File: src/rtl/dct_pkg.sv
package dct_pkg;

    typedef enum logic [3:0] {
        CMD_ACT  = 4'd0,
        CMD_RD   = 4'd1,
        CMD_RDA  = 4'd2,
        CMD_WR   = 4'd3,
        CMD_WRA  = 4'd4,
        CMD_PRE  = 4'd5,
        CMD_PREA = 4'd6,
        CMD_REF  = 4'd7,
        CMD_PDN  = 4'd8
    } dct_cmd_e;

    function automatic int imax(input int a, input int b);
        return (a > b) ? a : b;
    endfunction

endpackage

File: src/rtl/dct_gap_counter.sv
module dct_gap_counter #(
    parameter int CW = 5
) (
    input  logic          clk,
    input  logic          rst_n,
    input  logic          load_en,
    input  logic [CW-1:0] load_gap,
    output logic          idle
);

    typedef struct packed {
        logic [CW-1:0] cnt;
    } cnt_state_t;

    cnt_state_t state_d, state_q;
    logic [CW-1:0] dec_val;
    logic [CW-1:0] tgt_val;

    always_comb begin
        dec_val = (state_q.cnt == '0) ? '0 : state_q.cnt - CW'(1);
        tgt_val = (load_gap == '0) ? '0 : load_gap - CW'(1);
        state_d = state_q;
        state_d.cnt = (load_en && (tgt_val > dec_val)) ? tgt_val : dec_val;
    end

    always_ff @(posedge clk) begin
        if (!rst_n) state_q <= '0;
        else        state_q <= state_d;
    end

    assign idle = (state_q.cnt == '0);

    // without a load the wait only counts down by one
    a_r12_count_down: assert property (@(posedge clk) disable iff (!rst_n)
        (!load_en && state_q.cnt != '0) |=> (state_q.cnt == $past(state_q.cnt) - CW'(1)));

    // after a load the pending wait is at least the new one
    a_r12_holds_max: assert property (@(posedge clk) disable iff (!rst_n)
        (load_en && load_gap != '0) |=> (state_q.cnt >= $past(load_gap) - CW'(1)));

endmodule

File: src/rtl/dct_ready_dec.sv
module dct_ready_dec
    import dct_pkg::*;
#(
    parameter int NUM_BANKS  = 4,
    parameter int NUM_GROUPS = 2,
    localparam int BW = $clog2(NUM_BANKS),
    localparam int GW = $clog2(NUM_GROUPS)
) (
    input  logic                  cmd_valid,
    input  logic [3:0]            cmd_type,
    input  logic [BW-1:0]         cmd_bank,
    input  logic [GW-1:0]         cmd_group,
    input  logic [NUM_BANKS-1:0]  act_idle,
    input  logic [NUM_BANKS-1:0]  pre_idle,
    input  logic [NUM_GROUPS-1:0] rdg_idle,
    input  logic [NUM_GROUPS-1:0] wrg_idle,
    input  logic                  rd_any_idle,
    input  logic                  wr_any_idle,
    input  logic                  pdn_idle,
    input  logic                  pall_idle,
    input  logic                  glob_idle,
    output logic                  ready
);

    logic kind_ok;

    always_comb begin
        case (dct_cmd_e'(cmd_type))
            CMD_ACT:         kind_ok = act_idle[cmd_bank];
            CMD_RD, CMD_RDA: kind_ok = rdg_idle[cmd_group] && rd_any_idle;
            CMD_WR, CMD_WRA: kind_ok = wrg_idle[cmd_group] && wr_any_idle;
            CMD_PRE:         kind_ok = pre_idle[cmd_bank];
            CMD_PREA:        kind_ok = (&pre_idle) && pall_idle;
            CMD_REF:         kind_ok = &act_idle;
            CMD_PDN:         kind_ok = pdn_idle;
            default:         kind_ok = 1'b0;
        endcase
        ready = cmd_valid && glob_idle && kind_ok;
    end

endmodule

File: src/rtl/dram_cmd_timing_gate.sv
module dram_cmd_timing_gate
    import dct_pkg::*;
#(
    parameter int NUM_BANKS  = 4,
    parameter int NUM_GROUPS = 2,
    parameter int BURST_LEN  = 8,
    parameter int DATA_RATE  = 2,
    parameter int T_CCD_L    = 6,
    parameter int T_CCD_S    = 4,
    parameter int T_WL       = 5,
    parameter int T_RL       = 7,
    parameter int T_WTR_L    = 6,
    parameter int T_WTR_S    = 2,
    parameter int T_WR       = 8,
    parameter int T_RTP      = 4,
    parameter int T_RP       = 6,
    parameter int T_RFC      = 20,
    localparam int BW = $clog2(NUM_BANKS),
    localparam int GW = $clog2(NUM_GROUPS)
) (
    input  logic          clk,
    input  logic          rst_n,
    input  logic          cmd_valid,
    input  logic [3:0]    cmd_type,
    input  logic [BW-1:0] cmd_bank,
    input  logic [GW-1:0] cmd_group,
    input  logic          cmd_issue,
    output logic          cmd_ready,
    output logic          timing_violation
);

    localparam int RB        = BURST_LEN / DATA_RATE;
    localparam int WB        = (DATA_RATE == 1) ? BURST_LEN - 1 : BURST_LEN / DATA_RATE;
    localparam int G_RR_L    = imax(T_CCD_L, RB);
    localparam int G_RR_S    = imax(T_CCD_S, RB);
    localparam int G_WW_L    = imax(T_CCD_L, WB);
    localparam int G_WW_S    = imax(T_CCD_S, WB);
    localparam int G_WR_RD_L = T_WL + WB + T_WTR_L;
    localparam int G_WR_RD_S = T_WL + WB + T_WTR_S;
    localparam int G_RD_WR   = T_RL + RB - T_WL + 2;
    localparam int G_WR_PRE  = T_WL + WB + T_WR;
    localparam int G_WRA_ACT = G_WR_PRE + T_RP;
    localparam int G_WRA_PDN = G_WR_PRE + 1;
    localparam int G_RDA_ACT = T_RTP + T_RP;
    localparam int G_RD_PRE  = T_RTP;
    localparam int G_RD_PDN  = T_RL + RB + 1;
    localparam int G_REF     = T_RFC;
    localparam int G_MAX     = imax(imax(imax(G_WRA_ACT, G_REF), imax(G_WR_RD_L, G_RD_PDN)),
                                    imax(imax(G_RR_L, G_WW_L), imax(G_RD_WR, G_RDA_ACT)));
    localparam int CW        = $clog2(G_MAX + 1);

    typedef struct packed {
        logic viol;
    } top_state_t;

    top_state_t state_d, state_q;
    dct_cmd_e   kind;

    logic [NUM_BANKS-1:0]  act_ld, pre_ld, act_idle, pre_idle;
    logic [NUM_GROUPS-1:0] rdg_ld, wrg_ld, rdg_idle, wrg_idle;
    logic rda_ld, wra_ld, pdn_ld, pall_ld, glob_ld;
    logic rda_idle, wra_idle, pdn_idle, pall_idle, glob_idle;
    logic [CW-1:0] act_gap, pre_gap, rdg_gap, wrg_gap;
    logic [CW-1:0] rda_gap, wra_gap, pdn_gap, pall_gap, glob_gap;

    assign kind = dct_cmd_e'(cmd_type);

    always_comb begin
        act_ld = '0;  pre_ld = '0;  rdg_ld = '0;  wrg_ld = '0;
        rda_ld = 1'b0; wra_ld = 1'b0; pdn_ld = 1'b0; pall_ld = 1'b0; glob_ld = 1'b0;
        act_gap = '0; pre_gap = '0; rdg_gap = '0; wrg_gap = '0;
        rda_gap = '0; wra_gap = '0; pdn_gap = '0; pall_gap = '0; glob_gap = '0;
        if (cmd_issue) begin
            case (kind)
                CMD_RD, CMD_RDA: begin
                    rdg_ld[cmd_group] = 1'b1; rdg_gap = CW'(G_RR_L);
                    rda_ld = 1'b1;            rda_gap = CW'(G_RR_S);
                    wra_ld = 1'b1;            wra_gap = CW'(G_RD_WR);
                    pre_ld[cmd_bank] = 1'b1;  pre_gap = CW'(G_RD_PRE);
                    pdn_ld = 1'b1;            pdn_gap = CW'(G_RD_PDN);
                    if (kind == CMD_RDA) begin
                        act_ld[cmd_bank] = 1'b1; act_gap  = CW'(G_RDA_ACT);
                        pall_ld = 1'b1;          pall_gap = CW'(G_RDA_ACT);
                    end
                end
                CMD_WR, CMD_WRA: begin
                    wrg_ld[cmd_group] = 1'b1; wrg_gap = CW'(G_WW_L);
                    wra_ld = 1'b1;            wra_gap = CW'(G_WW_S);
                    rdg_ld[cmd_group] = 1'b1; rdg_gap = CW'(G_WR_RD_L);
                    rda_ld = 1'b1;            rda_gap = CW'(G_WR_RD_S);
                    pre_ld[cmd_bank] = 1'b1;  pre_gap = CW'(G_WR_PRE);
                    pdn_ld = 1'b1;
                    pdn_gap = (kind == CMD_WRA) ? CW'(G_WRA_PDN) : CW'(G_WR_PRE);
                    if (kind == CMD_WRA) begin
                        act_ld[cmd_bank] = 1'b1; act_gap = CW'(G_WRA_ACT);
                    end
                end
                CMD_REF: begin
                    glob_ld = 1'b1; glob_gap = CW'(G_REF);
                end
                default: ;
            endcase
        end
    end

    generate
        for (genvar b = 0; b < NUM_BANKS; b++) begin : g_bank
            dct_gap_counter #(.CW(CW)) u_act (.clk(clk), .rst_n(rst_n), .load_en(act_ld[b]),
                .load_gap(act_gap), .idle(act_idle[b]));
            dct_gap_counter #(.CW(CW)) u_pre (.clk(clk), .rst_n(rst_n), .load_en(pre_ld[b]),
                .load_gap(pre_gap), .idle(pre_idle[b]));
        end
        for (genvar g = 0; g < NUM_GROUPS; g++) begin : g_group
            dct_gap_counter #(.CW(CW)) u_rd (.clk(clk), .rst_n(rst_n), .load_en(rdg_ld[g]),
                .load_gap(rdg_gap), .idle(rdg_idle[g]));
            dct_gap_counter #(.CW(CW)) u_wr (.clk(clk), .rst_n(rst_n), .load_en(wrg_ld[g]),
                .load_gap(wrg_gap), .idle(wrg_idle[g]));
        end
    endgenerate

    dct_gap_counter #(.CW(CW)) u_rd_any (.clk(clk), .rst_n(rst_n), .load_en(rda_ld),
        .load_gap(rda_gap), .idle(rda_idle));
    dct_gap_counter #(.CW(CW)) u_wr_any (.clk(clk), .rst_n(rst_n), .load_en(wra_ld),
        .load_gap(wra_gap), .idle(wra_idle));
    dct_gap_counter #(.CW(CW)) u_pdn (.clk(clk), .rst_n(rst_n), .load_en(pdn_ld),
        .load_gap(pdn_gap), .idle(pdn_idle));
    dct_gap_counter #(.CW(CW)) u_pall (.clk(clk), .rst_n(rst_n), .load_en(pall_ld),
        .load_gap(pall_gap), .idle(pall_idle));
    dct_gap_counter #(.CW(CW)) u_glob (.clk(clk), .rst_n(rst_n), .load_en(glob_ld),
        .load_gap(glob_gap), .idle(glob_idle));

    dct_ready_dec #(.NUM_BANKS(NUM_BANKS), .NUM_GROUPS(NUM_GROUPS)) u_dec (
        .cmd_valid(cmd_valid), .cmd_type(cmd_type), .cmd_bank(cmd_bank), .cmd_group(cmd_group),
        .act_idle(act_idle), .pre_idle(pre_idle), .rdg_idle(rdg_idle), .wrg_idle(wrg_idle),
        .rd_any_idle(rda_idle), .wr_any_idle(wra_idle), .pdn_idle(pdn_idle),
        .pall_idle(pall_idle), .glob_idle(glob_idle), .ready(cmd_ready));

    always_comb begin
        state_d = state_q;
        state_d.viol = state_q.viol | (cmd_issue & ~cmd_ready);
    end

    always_ff @(posedge clk) begin
        if (!rst_n) state_q <= '0;
        else        state_q <= state_d;
    end

    assign timing_violation = state_q.viol;

    // once raised the flag stays up
    a_r11_violation_sticky: assert property (@(posedge clk) disable iff (!rst_n)
        timing_violation |=> timing_violation);

    // an early issue is flagged in the next cycle
    a_r11_early_issue_flagged: assert property (@(posedge clk) disable iff (!rst_n)
        (cmd_issue && !cmd_ready) |=> timing_violation);

    // nothing is ready without a proposal
    a_r2_ready_needs_valid: assert property (@(posedge clk) disable iff (!rst_n)
        !cmd_valid |-> !cmd_ready);

    // the cycle after a refresh is blocked for every command
    a_r10_refresh_blocks: assert property (@(posedge clk) disable iff (!rst_n)
        ((G_REF > 1) && cmd_issue && kind == CMD_REF) |=> !cmd_ready);

endmodule

File: config.mk
export PLATFORM = sky130hd
export DESIGN_NAME = dram_cmd_timing_gate
export DESIGN_NICKNAME = d
export VERILOG_FILES = /design/src/rtl/dct_pkg.sv /design/src/rtl/dct_gap_counter.sv /design/src/rtl/dct_ready_dec.sv /design/src/rtl/dram_cmd_timing_gate.sv
export SDC_FILE = /design/constraint.sdc
export NUM_CORES = 1
export LEC_CHECK = 0
export ABC_AREA = 1
export BUFFER_PORTS_ARGS = -buffer_cell sky130_fd_sc_hd__buf_2
export CORE_MARGIN = 3
export CORE_UTILIZATION = 60
export DETAILED_ROUTE_END_ITERATION = 8
export GPL_ROUTABILITY_DRIVEN = 0
export PLACE_DENSITY = 0.77
export SYNTH_ARGS = -nofsm -noshare
export SYNTH_HDL_FRONTEND = slang
export SYNTH_SLANG_ARGS = --single-unit
File: constraint.sdc
create_clock -name clk -period 3.5 [get_ports clk]
set_input_delay 0.7 -clock clk [delete_from_list [all_inputs] [get_ports clk]]
set_output_delay 0.7 -clock clk [all_outputs]
set_load 0.005 [all_outputs]
* Word level (Yosys, flattened, before mapping) *
Index checks and enable logic that the tools add are counted.
W data, S select, Z words.

storage, ports and cells
  register bits after elaboration = 86
  output and inout bits = 2
  input port bits = 11

cells by class
  bitwise gates (word level) = 3
  reductions and logical operators = 56
  magnitude comparators = 21
  add/sub/neg operators = 26
  multiplexer cells = 94
  eq/ne operators = 8

operators with widths
  cell                   count
  $mux W5                49
  $logic_not A5 Y1       26
  $sub A5 B1 Y5 const B  21
  $gt A5 B5 Y1           17
  $mux W4                11
  $pmux W4 S2            4
  $pmux W5 S2            3
  $logic_and A1 B1 Y1    24
  $sub A4 B1 Y5 const B  4
  $eq A4 B3 Y1 const B   4
  $mux W1                15
  $mux W2                5
  $eq A4 B2 Y1 const B   2
  $reduce_and A4 Y1      2
  $pmux W1 S7            1
  $mux W3                2
  $bmux W1 S2            2
  $eq A4 B1 Y1 const B   1
  $eq A4 B4 Y1 const B   1
  $logic_not A4 Y1       1
  $reduce_or A2 Y1       2
  $reduce_or A4 Y1       1
  $sub A3 B1 Y4 const B  1
  $lt A2 B3 Y1 const B   1
  8 further kinds        8

* Depth between registers and ports, before layout *
  word-level depth = 9
  mapped depth = 18
  mapped depth without buffers = 18

* Modules after synthesis *
A second synthesis with hierarchy kept.

second synthesis, totals
  cell total of the unflattened synthesis = 1632
  area total of the unflattened synthesis = 10087.2 sq um

modules (own cells, without submodules)
  module                times used  area an instance (sq um)  cells each
  dct_gap_counter       17          555.5                     89
  dram_cmd_timing_gate  1           334.1                     54
  dct_ready_dec         1           309.0                     65

* Worst setup path after synthesis *
Ideal clock, no wire load.

  kind = input port to flip-flop
  start point = in cmd_type[1]
  end point = reg u_pdn.state_q[0] (netlist bit)
  cell stages on the path = 14
  setup time = 120 ps
  slack = 724 ps
  data arrival time = 2655 ps
  required time = 3380 ps
  cells stage by stage = nor2_4 > nand3_4 > ha_1 > ha_1 > xor2_2 > nor2_2 > ha_1 > nand2_1 > nor2_1 > nand2_1 > o211ai_1 > nand3_2 > o21ai_0 > a21oi_1

between the ends
  cells in the longest elaborated chain, start to end = 9
  elaborated cells on any way between the ends = 18

ends and longest elaborated chain
  item                                                      RTL line                                                RTL
  from (decl)                                               dram_cmd_timing_gate.sv:24                              input logic [3:0] cmd_type,
  $eq A4 B3 Y1, or another cell as far along                dram_cmd_timing_gate.sv:74, dram_cmd_timing_gate.sv:93
  $mux W2 / $reduce_or A2 Y1 (equally long branches)        dram_cmd_timing_gate.sv:93, dram_cmd_timing_gate.sv:74
  $pmux W5 S2                                               dram_cmd_timing_gate.sv:74                              case (kind)
  $mux W5                                                   dram_cmd_timing_gate.sv:73                              if (cmd_issue) begin
  $sub A5 B1 Y5 / $logic_not A5 Y1 (equally long branches)  dct_gap_counter.sv:21                                   tgt_val = (load_gap == '0) ? '0 : load_gap - CW'(1);
  $mux W5                                                   dct_gap_counter.sv:21
  $gt A5 B5 Y1                                              dct_gap_counter.sv:23                                   state_d.cnt = (load_en && (tgt_val > dec_val)) ? tgt_val : dec_val;
  $logic_and A1 B1 Y1                                       dct_gap_counter.sv:23
  $mux W5 *                                                 dct_gap_counter.sv:23
  to (signal assigned)                                      dct_gap_counter.sv:28                                   else state_q <= state_d;
  to (decl)                                                 dct_gap_counter.sv:15                                   cnt_state_t state_d, state_q;

Every way passes the cells marked *; elsewhere a longest branch is shown, timed or not.
A chain may end at the register's enable or synchronous reset.

* Worst setup path after layout *
  start point = reg g_group[1].u_wr.state_q[0] (netlist bit)
  end point = out cmd_ready

between the ends
  cells in the longest elaborated chain, start to end = 6

ends and longest elaborated chain
  item                                         RTL line                    RTL
  from (decl)                                  dct_gap_counter.sv:15
  from (signal assigned)                       dct_gap_counter.sv:28
  $logic_not A5 Y1                             dct_gap_counter.sv:31       assign idle = (state_q.cnt == '0);
  $mux W1 (implied by the code) (2 in series)  dct_ready_dec.sv:31         CMD_WR, CMD_WRA: kind_ok = wrg_idle[cmd_group] && wr_any_idle;
  $logic_and A1 B1 Y1                          dct_ready_dec.sv:31
  $pmux W1 S7                                  dct_ready_dec.sv:28         case (dct_cmd_e'(cmd_type))
  $logic_and A1 B1 Y1                          dct_ready_dec.sv:38         ready = cmd_valid && glob_idle && kind_ok;
  to (decl)                                    dram_cmd_timing_gate.sv:28  output logic cmd_ready,

Every way passes these cells. The select of a mux whose other input is x is not followed.

==> results <==
- The layout-stage area growth over the synthesis result is 6.56%.
- The post-cts sizing count is 0.
- The total of flip-flops plus latches after synthesis is 86.
- Across the routed clock network, the largest skew measured is 0.00745 ns.
- The die is 111 um wide.
- The count of fill cells added during filler insertion is 1011.
- The first-pass iteration count of the detailed router is 5.
- The final hold violation count is 0.
- Entering global routing, the biggest net connects 41 pins.
- For this design the ratio of total power to cell area is 937 nW/um^2.
- In this run, distinct cell masters in the synthesized netlist total 42.
- The clock period minus worst slack is 2.99 ns.
- The worst setup path is captured at a primary output.
- The transition time of the tightest slew-check pin is 0.930 ns.
- In this run the cell area of the synthesized design comes to 6620 um^2.
- The number of max-slew violations in the final report came to 0.
- In the final layout, flip-flops and latches occupy 1720 um^2.
- In this run the worst path has a maximum fanout of 5.
- For met2 alone, demand over resource in global routing was 40.7%.
- Timing would allow up to 335 MHz.
- The TritonCTS buffer count is 9.
- The clock tree synthesis step divided the H-tree into 3 levels.
- In this run the static leakage power is 3.69 nW.
- The post-detailed-route count of antenna-violating nets is 0.
- The first global-routing pass estimated 25000 um of wire.
- The number of setup buffers added after CTS is 0.
- The worst endpoint required time is 2.80 ns.
- The data arrival at the endpoint of the critical path is 2.29 ns.
- Across the run, the number of max-cap violations was 0.
- The reg2reg setup slack is 1.02 ns.
- The total congestion overflow after global routing is 0.
- Total power for the finished layout comes to 6.60 mW.
- The buffer depth of the longest clock path is 2.
- The category of the most critical setup path is register to primary output.
- Each instance of the synthesized netlist takes up on average 6.76 um^2.
- The net count of the finished layout is 1112.
- The effective utilization at floorplan is 62.9%.
- The worst IR drop on VDD is 0.497 mV.
- The routed via count is 5996.
- The run finished with clean final reports.
- The placed wire-length estimate is 10900 um.
- The number of core rows is 37.
- Wires add up to 14000 um.
- The met3 track demand over resource in global routing is 4.31%.
- The count of routing violations after the opening detailed-route iteration is 291.
- For met1 alone, demand over resource in global routing was 31.0%.
- Summing all multi-input logic gate instances after layout gives 4190 um^2.
- The share of the yosys chip area belonging to registers is 26.0%.
- Pin placement for this block handled 13 I/O pins.
- The final setup violation count is 0.
- In this run the tightest slew margin relative to its limit is 37.6%.
- The post-cts hold buffer count is 0.
- In this run, synthesis inferred 0 flip-flops with an integrated enable.
- Setup repair after global routing left no endpoint under its margin.
- The critical path launch point type is a register.
- In this run the most used layer during global routing was met2.
- After clock tree synthesis, the clock-pin slew on the worst setup and hold paths is 0.09 ns.
- In the final layout, the share of cells above drive strength 1 is 8.29%.
- The average wire per cell in the routed design is 12.2 um.
- The DRC violations left is 0.
- The count of input and output buffers is 12.
- Using the TritonRoute via totals, the vias-per-cell ratio works out to 5.22.
- The tree is rooted in a sky130_fd_sc_hd__clkbuf_8.
- The core region is 10500 um^2.
- The number of antenna violations at the first check in global routing is 0.
- Global routing used 24.1% of the available tracks across all layers.
- The clock reaches the later pin of the worst-skew pair after 0.38 ns.
- TritonCTS built the clock tree.
- The overall die area is 12300 um^2.
- Synthesis produced 979 cells.
- The source of the worst register-to-register timing path is u_rd_any.state_q[0].
- For this run, the number of Yosys warnings is 0.
- For this run, the leading register cell type out of synthesis is sky130_fd_sc_hd__dfxtp_1.
- The number of clock sinks is 86.
- In this run the worst hold path is classified as register to register.
- The period utilization is 85.3%.
- The number of antenna diodes in the final layout is 0.
- The startpoint of the most critical hold path is timing_violation.
- After synthesis, the share of flip-flops with an asynchronous set or reset is 0%.
- The critical path starts at g_group[1].u_wr.state_q[0].
- After routing, the total negative slack on setup checks comes to 0 ns.
- Measured along the y axis, the die boundary spans 111 um.
- The number of global-route vias before repair is 5635.
==> power breakdown <==
part	switching, mW	internal, mW	total [mW]
sequential	0.218	1.34	1.56
clock	0.374	0.317	0.691
combinational	2.73	1.63	4.35
==> Yosys cell counts (all sizes together), types with 4 or more instances <==
cell type	count	area [um^2]
nor3	27	135
or2	14	87.6
o21ai	29	145
a21oi	81	409
buf	4	38.8
nand3b	5	37.5
o211ai	4	35.0
nand3	67	395
inv	179	674
nand2	194	779
xor2	12	113
clkbuf	6	22.5
dfxtp	86	1720
nand4	25	156
o221ai	6	52.6
nor2	130	538
ha	93	1160
==> critical path, cell delays in order (launching register included) <==
cell and delay, ns:
sky130_fd_sc_hd__dfxtp_1 0.33, sky130_fd_sc_hd__inv_1 0.08, sky130_fd_sc_hd__ha_1 0.18, sky130_fd_sc_hd__nand3_1 0.11
sky130_fd_sc_hd__nor2_1 0.28, sky130_fd_sc_hd__nand2_1 0.09, sky130_fd_sc_hd__nand2_1 0.09, sky130_fd_sc_hd__nand3_1 0.07
sky130_fd_sc_hd__nand2_1 0.09, sky130_fd_sc_hd__nor2_1 0.05, sky130_fd_sc_hd__nand2_1 0.07, sky130_fd_sc_hd__nor3b_1 0.30
sky130_fd_sc_hd__buf_2 0.18
==> logic make-up after synthesis <==
family / share of synthesized area [%]
simple gates: 32.5
buf+inv: 11.3
compound gates: 10.8
fa+ha+maj: 17.6
flops: 26.0
xor+xnor: 1.70
other cells: 0.0567
==> layout make-up <==
type	instances	share of cell area, %
Tap cell	136	2.41
Sequential cell	86	24.4
Clock buffer	12	2.34
Multi-Input combinational cell	714	59.5
Clock inverter	4	0.408
Inverter	182	9.74
Timing Repair Buffer	15	1.17
==> state kept, by name, indices dropped and copies added (netlist names) <==
register / count
g_bank.u_pre.state_q: 20
u_pdn.state_q: 5
u_glob.state_q: 5
u_wr_any.state_q: 5
g_group.u_rd.state_q: 10
g_group.u_wr.state_q: 10
g_bank.u_act.state_q: 20
timing_violation: 1
u_rd_any.state_q: 5
u_pall.state_q: 5
==> metal layers <==
layer,share of wire (%),vias up
li1,-,3229
met4,1.9,0
met5,0,-
met3,3.2,22
met2,47,75
met1,48,2670
==> final timing paths <==
| path | endpoint | depth (start not counted) |
|---|---|---|
| min | timing_violation | 2 |
| min reg2reg | timing_violation | 2 |
| max | cmd_ready | 12 |
| max reg2reg | u_rd_any.state_q[0] | 14 |
==> per-stage QoR <==
| step | worst slack [ns] | hold slack [ns] | instance area, um^2 | utilization, % | instances |
|---|---|---|---|---|---|
| 5_1_grt | 0.307 | 0.487 | 7050 | 67.1 | 1149 |
| 4_1_cts | 0.511 | 0.451 | 7050 | 67.1 | 1149 |
| 3_5_place_dp | 0.251 | 0.438 | 6860 | 65.2 | 1133 |
| 6_report | 0.513 | 0.451 | 7050 | 67.1 | 1149 |
| 3_3_place_gp | 0.375 | 0.436 | 6860 | 65.2 | 1133 |
| 2_1_floorplan | 0.724 | 0.439 | 6660 | - | 992 |
==> placed cells by master, fill, tap and decap left out, types with 3 or more instances in the layout <==
master,synthesis,routed
sky130_fd_sc_hd__nor3_1,27,27
sky130_fd_sc_hd__nand3_1,58,58
sky130_fd_sc_hd__nand4_1,25,25
sky130_fd_sc_hd__nor2_4,4,4
sky130_fd_sc_hd__clkbuf_8,0,12
sky130_fd_sc_hd__nand3_2,7,7
sky130_fd_sc_hd__o21ai_0,25,25
sky130_fd_sc_hd__nor2_1,118,118
sky130_fd_sc_hd__o31ai_1,3,3
sky130_fd_sc_hd__buf_2,1,12
sky130_fd_sc_hd__nand3b_1,5,5
sky130_fd_sc_hd__o211ai_1,3,3
sky130_fd_sc_hd__inv_2,6,6
sky130_fd_sc_hd__o21ai_1,4,4
sky130_fd_sc_hd__dfxtp_1,86,86
sky130_fd_sc_hd__nand2_1,187,187
sky130_fd_sc_hd__a21oi_1,80,80
sky130_fd_sc_hd__or2_2,14,14
sky130_fd_sc_hd__nor2_2,8,8
sky130_fd_sc_hd__ha_1,93,93
sky130_fd_sc_hd__conb_1,1,14
sky130_fd_sc_hd__o221ai_1,6,6
sky130_fd_sc_hd__xor2_1,11,11
sky130_fd_sc_hd__buf_4,0,3
sky130_fd_sc_hd__inv_1,172,172
sky130_fd_sc_hd__nand2_4,4,4
Power figures use the tool's default switching activity.
